## config.mk

```make
export PLATFORM = sky130hd
export DESIGN_NAME = hdlc_rx_deframer
export DESIGN_NICKNAME = d
export VERILOG_FILES = /design/src/rtl/hdlc_rx_pkg.sv /design/src/rtl/hdlc_rx_linemon.sv /design/src/rtl/hdlc_rx_delay.sv /design/src/rtl/hdlc_rx_assembler.sv /design/src/rtl/hdlc_rx_deframer.sv
export SDC_FILE = /design/constraint.sdc
export NUM_CORES = 1
export LEC_CHECK = 0
export BUFFER_PORTS_ARGS = -buffer_cell sky130_fd_sc_hd__buf_2
export CAP_MARGIN = 20
export CORE_ASPECT_RATIO = 1.25
export CORE_MARGIN = 4
export CORE_UTILIZATION = 63
export DETAILED_ROUTE_END_ITERATION = 16
export PLACE_DENSITY = 0.84
export SYNTH_ARGS = -nofsm -noshare
export SYNTH_HDL_FRONTEND = slang
export SYNTH_HIERARCHICAL = 1
export SYNTH_SLANG_ARGS = --single-unit
export TNS_END_PERCENT = 1
```

## constraint.sdc

```tcl
create_clock -name clk -period 7 [get_ports clk]
set_input_delay 0.35 -clock clk [delete_from_list [all_inputs] [get_ports clk]]
set_output_delay 0.35 -clock clk [all_outputs]
set_load 0.03 [all_outputs]
```

## src/rtl/hdlc_rx_pkg.sv

```systemverilog
package hdlc_rx_pkg;

    // Run lengths of consecutive ones that classify a line event
    localparam int STUFF_RUN = 5;
    localparam int FLAG_RUN  = 6;
    localparam int ABORT_RUN = 7;
    localparam int IDLE_RUN  = 15;

    // Flag spans FLAG_RUN+2 line bits; all but the last enter the data path
    localparam int FLAG_LEN  = FLAG_RUN + 2;
    localparam int HOLD_BITS = FLAG_LEN - 1;

    localparam int CHAR_MAX  = 8;
    localparam int CHAR_MIN  = 5;
    localparam int RESID_W   = $clog2(CHAR_MAX);

    typedef enum logic [2:0] {
        EV_NONE,
        EV_DATA,
        EV_STUFF,
        EV_FLAG,
        EV_ABORT,
        EV_IDLE
    } line_ev_e;

    typedef struct packed {
        line_ev_e ev;
        logic     bit_val;
    } line_sym_t;

    typedef enum logic {
        FR_HUNT,
        FR_OPEN
    } frame_st_e;

    typedef struct packed {
        logic [CHAR_MAX-1:0] data;
        logic                eof;
        logic [RESID_W-1:0]  resid;
        logic                aborted;
        logic                short_fr;
    } rx_rec_t;

    function automatic logic [3:0] char_bits(input logic [1:0] sel);
        return 4'(CHAR_MIN) + {2'b00, sel};
    endfunction

endpackage

```

## src/rtl/hdlc_rx_linemon.sv

```systemverilog
module hdlc_rx_linemon
    import hdlc_rx_pkg::*;
#(
    parameter int RUN_MAX = IDLE_RUN
) (
    input  logic      clk,
    input  logic      rst,
    input  logic      bit_en,
    input  logic      bit_in,
    output line_sym_t sym,
    output logic      line_idle
);
    localparam int RW = $clog2(RUN_MAX + 1);

    logic [RW-1:0] run_q;
    logic [RW-1:0] run_inc;

    always_comb begin
        run_inc     = (run_q == RW'(RUN_MAX)) ? run_q : run_q + 1'b1;
        sym.bit_val = bit_in;
        sym.ev      = EV_NONE;
        if (bit_in) begin
            if (run_q < RW'(ABORT_RUN - 1))
                sym.ev = EV_DATA;
            else if (run_q == RW'(ABORT_RUN - 1))
                sym.ev = EV_ABORT;
            else if (run_q == RW'(RUN_MAX - 1))
                sym.ev = EV_IDLE;
        end else begin
            if (run_q == RW'(FLAG_RUN))
                sym.ev = EV_FLAG;
            else if (run_q == RW'(STUFF_RUN))
                sym.ev = EV_STUFF;
            else if (run_q < RW'(STUFF_RUN))
                sym.ev = EV_DATA;
        end
    end

    always_ff @(posedge clk) begin
        if (rst)
            run_q <= '0;
        else if (bit_en)
            run_q <= bit_in ? run_inc : '0;
    end

    assign line_idle = (run_q == RW'(RUN_MAX));

endmodule

```

## src/rtl/hdlc_rx_delay.sv

```systemverilog
module hdlc_rx_delay #(
    parameter int DEPTH = 7
) (
    input  logic clk,
    input  logic rst,
    input  logic push,
    input  logic push_bit,
    input  logic flush,
    output logic rel_valid,
    output logic rel_bit
);
    localparam int CW = $clog2(DEPTH + 1);

    logic [DEPTH-1:0] sr_q;
    logic [CW-1:0]    cnt_q;

    // Oldest held bit leaves only once the line is DEPTH bits past it
    assign rel_valid = push && (cnt_q == CW'(DEPTH));
    assign rel_bit   = sr_q[DEPTH-1];

    always_ff @(posedge clk) begin
        if (rst) begin
            sr_q  <= '0;
            cnt_q <= '0;
        end else if (flush) begin
            cnt_q <= '0;
        end else if (push) begin
            sr_q <= {sr_q[DEPTH-2:0], push_bit};
            if (cnt_q != CW'(DEPTH))
                cnt_q <= cnt_q + 1'b1;
        end
    end

endmodule

```

## src/rtl/hdlc_rx_assembler.sv

```systemverilog
module hdlc_rx_assembler
    import hdlc_rx_pkg::*;
#(
    parameter int CNT_W = 4
) (
    input  logic             clk,
    input  logic             rst,
    input  logic             in_valid,
    input  logic             in_bit,
    input  logic             frame_end,
    input  logic             frame_abort,
    input  logic [1:0]       len_sel,
    input  logic [CNT_W-1:0] min_chars,
    output rx_rec_t          rec,
    output logic             rec_valid
);
    localparam int IDX_W = RESID_W;

    logic [CHAR_MAX-1:0] acc_q;
    logic [CHAR_MAX-1:0] acc_ins;
    logic [IDX_W-1:0]    idx_q;
    logic [CNT_W-1:0]    nchar_q;
    logic [3:0]          len;
    logic                last_bit;
    logic                has_bits;

    always_comb begin
        len          = char_bits(len_sel);
        acc_ins      = acc_q;
        acc_ins[idx_q] = in_bit;
        last_bit     = ({1'b0, idx_q} == (len - 4'd1));
        has_bits     = (nchar_q != '0) || (idx_q != '0);
    end

    always_ff @(posedge clk) begin
        if (rst) begin
            acc_q     <= '0;
            idx_q     <= '0;
            nchar_q   <= '0;
            rec       <= '0;
            rec_valid <= 1'b0;
        end else begin
            rec_valid <= 1'b0;
            if (frame_end || frame_abort) begin
                if (has_bits) begin
                    rec_valid    <= 1'b1;
                    rec.data     <= frame_abort ? '0 : acc_q;
                    rec.eof      <= 1'b1;
                    rec.resid    <= frame_abort ? '0 : idx_q;
                    rec.aborted  <= frame_abort;
                    rec.short_fr <= !frame_abort && (nchar_q < min_chars);
                end
                acc_q   <= '0;
                idx_q   <= '0;
                nchar_q <= '0;
            end else if (in_valid) begin
                if (last_bit) begin
                    rec_valid    <= 1'b1;
                    rec.data     <= acc_ins;
                    rec.eof      <= 1'b0;
                    rec.resid    <= '0;
                    rec.aborted  <= 1'b0;
                    rec.short_fr <= 1'b0;
                    acc_q        <= '0;
                    idx_q        <= '0;
                    if (nchar_q != '1)
                        nchar_q <= nchar_q + 1'b1;
                end else begin
                    acc_q <= acc_ins;
                    idx_q <= idx_q + 1'b1;
                end
            end
        end
    end

endmodule

```

## src/rtl/hdlc_rx_deframer.sv

```systemverilog
module hdlc_rx_deframer
    import hdlc_rx_pkg::*;
#(
    parameter int CNT_W = 4
) (
    input  logic                clk,
    input  logic                rst,
    input  logic                bit_en,
    input  logic                bit_in,
    input  logic [1:0]          len_sel,
    input  logic [CNT_W-1:0]    min_chars,
    output logic                rec_valid,
    output logic [CHAR_MAX-1:0] rec_data,
    output logic                rec_eof,
    output logic [RESID_W-1:0]  rec_resid,
    output logic                rec_abort,
    output logic                rec_short,
    output logic                sync_det,
    output logic                line_idle,
    output logic                in_frame
);
    line_sym_t sym;
    frame_st_e st_q;
    rx_rec_t   rec;
    logic      is_flag;
    logic      is_abort;
    logic      open_fr;
    logic      push;
    logic      flush;
    logic      rel_valid;
    logic      rel_bit;
    logic      sync_pend_q;

    hdlc_rx_linemon #(.RUN_MAX(IDLE_RUN)) u_linemon (
        .clk       (clk),
        .rst       (rst),
        .bit_en    (bit_en),
        .bit_in    (bit_in),
        .sym       (sym),
        .line_idle (line_idle)
    );

    assign open_fr  = (st_q == FR_OPEN);
    assign is_flag  = bit_en && (sym.ev == EV_FLAG);
    assign is_abort = bit_en && (sym.ev == EV_ABORT);
    assign push     = open_fr && bit_en && (sym.ev == EV_DATA);
    assign flush    = is_flag || (open_fr && is_abort);

    hdlc_rx_delay #(.DEPTH(HOLD_BITS)) u_delay (
        .clk       (clk),
        .rst       (rst),
        .push      (push),
        .push_bit  (sym.bit_val),
        .flush     (flush),
        .rel_valid (rel_valid),
        .rel_bit   (rel_bit)
    );

    hdlc_rx_assembler #(.CNT_W(CNT_W)) u_asm (
        .clk         (clk),
        .rst         (rst),
        .in_valid    (rel_valid),
        .in_bit      (rel_bit),
        .frame_end   (open_fr && is_flag),
        .frame_abort (open_fr && is_abort),
        .len_sel     (len_sel),
        .min_chars   (min_chars),
        .rec         (rec),
        .rec_valid   (rec_valid)
    );

    always_ff @(posedge clk) begin
        if (rst) begin
            st_q        <= FR_HUNT;
            sync_pend_q <= 1'b0;
            sync_det    <= 1'b0;
        end else begin
            if (is_flag)
                st_q <= FR_OPEN;
            else if (is_abort)
                st_q <= FR_HUNT;
            sync_det <= bit_en && sync_pend_q;
            if (is_flag)
                sync_pend_q <= 1'b1;
            else if (bit_en)
                sync_pend_q <= 1'b0;
        end
    end

    assign in_frame  = open_fr;
    assign rec_data  = rec.data;
    assign rec_eof   = rec.eof;
    assign rec_resid = rec.resid;
    assign rec_abort = rec.aborted;
    assign rec_short = rec.short_fr;

endmodule

```

Word level (Yosys, flattened, before mapping)
Cells that the tools add are included.

Bits in registers: 47. Latch bits: 0. Bits in writable memories: 0. Memory bits (read-only): 0. Input bits: 10. Output and inout port bits: 18. Logic and storage cells: 95. Memories: 0.

$add $sub $neg: 6. Multiply operators: 0. Div/mod/pow operators: 0. Magnitude comparators: 5. Equal/unequal tests: 13. Shift-type cells: 0. Multiplexer cells: 28. Bitwise operators: 1. Reductions and logical operators: 27.

Operators by type and width (count): 14-bit 2-to-1 mux (4); 3-bit 2-to-1 mux (8); 8-bit 2-to-1 mux (2); 1-bit logical AND (10); 1-bit 2-to-1 mux (10); 4-bit by 1-bit adder with 4-bit output (second input constant) (2); 8-bit bitwise mux (1); 4-bit by 3-bit equality test with 1-bit output (second input constant) (2); 4-bit equality test (second input constant) (2); 4-bit by 3-bit < comparator with 1-bit output (second input constant) (2); 4-bit 2-to-1 mux (2); 2-bit nonzero test (4); 3-bit by 1-bit adder with 3-bit output (second input constant) (2); 3-bit equality test (second input constant) (2); 2-bit AND reduction (3); 3-bit AND reduction (2); 3-bit by 2-bit adder with 4-bit output (first input constant) (1); 3-bit by 4-bit equality test with 1-bit output (1); 3-bit by 4-bit < comparator with 1-bit output (second input constant) (1); 4-bit < comparator (1); 4-bit != test (second input constant) (1); 4-bit nonzero test (1); 2-bit OR reduction (2); 4-bit by 1-bit subtractor with 4-bit output (second input constant) (1); other kinds (11) (13).

Depth between registers and ports, before layout
Depth in word-level cells: 12. Depth in mapped cells: 13. Depth with buffers taken out: 11.

Modules after synthesis
Netlist, hierarchy kept.

Modules (own cells, without submodules): hdlc_rx_assembler (instances 1, cells an instance 204, area each 1764.2 µm², seq. area each 600.6 µm²); hdlc_rx_delay (instances 1, cells an instance 44, area each 389.1 µm², seq. area each 200.2 µm²); hdlc_rx_linemon (instances 1, cells an instance 45, area each 362.8 µm², seq. area each 80.1 µm²); hdlc_rx_deframer (instances 1, cells an instance 20, area each 191.4 µm², seq. area each 60.1 µm²).

Worst setup path after synthesis
No wires, ideal clock.

Kind: register to register. Start: reg u_linemon.run_q[1]. End: reg u_asm.acc_q[2]. Setup time: 117 ps. Data arrival time: 2726 ps. Required time: 6883 ps. Slack: 4157 ps. Stages on the path, launching flop included: 12. Buffers on the path: 1. Clock period less this slack: 2843 ps. Cell sequence: dfxtp_1 -> inv_1 -> ha_1 -> nor2b_1 -> o31ai_1 -> o211ai_1 -> nor4b_1 -> or3_1 -> buf_2 -> nor2_2 -> a31o_1 -> a22o_1.

RTL lines: start, declared (line hdlc_rx_linemon.sv:15) `logic [RW-1:0] run_q;`; start signal, assigned (line hdlc_rx_linemon.sv:43) `run_q <= bit_in ? run_inc : '0;`; end signal, assigned (line hdlc_rx_assembler.sv:69) `acc_q <= acc_ins;`; end, declared (line hdlc_rx_assembler.sv:19) `logic [CHAR_MAX-1:0] acc_q;`.

==> impl_metrics.ini <==
[clock_network]
cts_resized = 0
cts_root_buffer = clkbuf_8
cts_htree_levels = 2
cts_hold_buf = 0
cts_tree = yes
clk_pin_slew_worst_paths_ns = 0.08
clk_path_buf_depth = 2
cts_num_sinks = 47
cts_buffers = 5
cts_setup_buffers = 0
worst_skew_pair.late_latency_ns = 0.30

[route]
drc = 0
route.met2.wl_mm = 2.769
ant_nets = 0
routed_wirelength_mm = 5.501
m1WireLength_mm = 2.395
drt_first_pass_iters = 4
drtIter0Drc = 162
routed-wl-met3_um = 233
highest_layer = met4
post_drt_wl_per_cell_um = 14.44
vias = 2313
vias_per_cell = 6.071

[pwr]
vdd_ir_drop_max_uv = 145.6
leakage_uw = 0.001159
power_density_nw_per_um2 = 166.5

[logic_synthesis]
synth_top_area_cell = dfxtp_1
yosysMostFrequentCell = dfxtp_1
synth_cell_types = 62
yosysTopAreaCellShare_pct = 34.75
synthTopCellsByArea = dfxtp_1 (35%), ha_1 (6.5%), mux2i_1 (4.4%)
async_reset_ff_share_pct = 0
syn_area_um2 = 2708
synth_edf_count = 0
yosysWarnings = 6
syn_avg_cell_area_um2 = 8.650
yosys-top-cells-count = dfxtp_1 (47), nand2_1 (28), a21oi_1 (20)
synth_nets = 337
seq_area_frac_synth_pct = 34.75
synth_cells = 313
ys.flop_type = dfxtp_1
synth-seq-cells = 47

[timing]
rsz0062_at_grt = false
fin_tns_setup_ns = 0
fmax_ghz = 0.2792
hold_viol_final = 0
slew_headroom_pct = 35.19
clock_skew_ns = 0.01174
finalSetupViolCount = 0
period_needed_ns = 3.582
drv_slew = 0
min_period_over_period_pct = 51.17
worst_pin_slew_ns = 0.9586

[global_routing]
first_global_vias = 2134
grt_first_pass_wirelength_mm = 9.584
grt_max_degree = 37
antenna_found_initial = 0
grt_usage_pct = 22.51
overflow = 0

[floorplan]
pin_count = 28
num_rows = 26
start_util_pct = 65.54
die_y_um = 81.30
die_width_um = 66.64
fp.coreArea_um2 = 4131
die_area_um2 = 5417

[cells_and_area]
fin_nets = 349
area.growth.synth_to_final_pct = 6.516
drive_gt1_share_pct = 14.77
final_area_um2 = 2884
diodes = 0

[placement]
gp_congestion = 0.7822
io_buffers = 27
place.detailed.hpwl_mm = 3.898
place_area_um2 = 2778

[setup_path]
startpoint_type = register
arrival_ns = 3.81
path_max_fanout = 21
cp-end-kind = register
worstPathRequired_ns = 7.23
path_class = register to register

[job]
drv_cap = 0

[outcome]
outcome = finished, final reports clean

[min_path]
hold_class = input port to register
-- cell families (layout without fill, tap and decap cells) --
group,count (synthesis),after routing,synth area share [%]
xor gates and xnor gates,3,3,1.525
DFF,47,47,34.75
muxes,15,15,5.684
buffers and inverters,41,53,7.763
and+or+nand+nor,116,116,24.82
AOI/OAI and AO/OA,77,77,18.99
adders and majority gates,14,14,6.470
-- worst paths after layout --
kind | end | cells past startpoint | slack, ns | from
setup / recovery | u_asm/rec[0] | 8 | 3.42 | u_linemon/run_q[1]
hold / removal | u_delay/sr_q[0] | 3 | 0.39 | bit_in
setup reg to reg | u_asm/rec[0] | 8 | 3.42 | u_linemon/run_q[1]
hold reg to reg | sync_det | 2 | 0.44 | sync_pend_q
-- cell usage in the layout, fill, tap and decap left out, drive strengths merged, types with 3 or more instances in the layout --
master  netlist  final
a211oi        3      3
a21oi        20     20
a31oi         4      4
and2b         3      3
and3          4      4
buf          17     28
clkbuf        6      5
dfxtp        47     47
ha           14     14
inv          18     18
mux2          3      3
mux2i        12     12
nand2        29     29
nand2b       17     17
nand3        14     14
nand4         7      7
nor2         10     10
nor2b         4      4
nor3          5      5
nor4b         9      9
o211ai        3      3
o21ai        18     18
o22ai         3      3
o31a          5      5
o31ai         3      3
or3           3      3
xnor2         3      3
-- routing by layer --
metal  GRT usage [%]  up-vias
li1                -     1157
met4           8.333        0
met2           39.48       49
met1           26.98     1096
met3           4.288       11
met5               0        -
-- through the flow --
stage / hold slack [ns] / setup WS (ns) / instances / utilization [%] / power (uW)
global placement: 0.4254 / 3.625 / 374 / 67.23 / 293.8
detailed placement: 0.4320 / 3.433 / 374 / 67.23 / 294.5
floorplan: 0.4101 / 4.157 / 313 / - / 288.5
CTS: 0.3742 / 3.424 / 381 / 69.81 / 485.1
finish: 0.3870 / 3.418 / 381 / 69.81 / 480.1
global route: 0.3950 / 3.056 / 381 / 69.81 / 498.7
-- state kept, by name, indices dropped and copies added (netlist names) --
signal,count
in_frame,1
sync_det,1
sync_pend_q,1
u_asm/acc_q,8
u_asm/idx_q,3
u_asm/nchar_q,4
u_asm/rec,14
u_asm/rec_valid,1
u_delay/cnt_q,3
u_delay/sr_q,7
u_linemon/run_q,4
-- area by class of cell --
type	instances	area (um2)
fill	357	1247
timing repair buffer	28	142.6
inverter	18	67.56
clock buffer	5	68.82
sequential	47	940.9
tap	56	70.07
multi-input combinational	225	1556
clock inverter	2	37.54
-- power by group --
| part | leakage [uW] | internal, uW | switching [uW] |
|---|---|---|---|
| logic | 0.000730 | 7.00 | 13.0 |
| clock network | 0.0000502 | 104 | 87.4 |
| registers | 0.000379 | 268 | 0.774 |
-- worst max-delay path, cell delays in order, from the launching register on --
cell and delay, ns:
dfxtp_1 0.48, ha_1 0.25, nor2_1 0.06, nor4b_1 0.77, and3b_1 0.30, and2b_1 0.58, or3_1 0.22, o21a_1 0.59
mux2i_1 0.26
(Power assumes the default switching activity.)
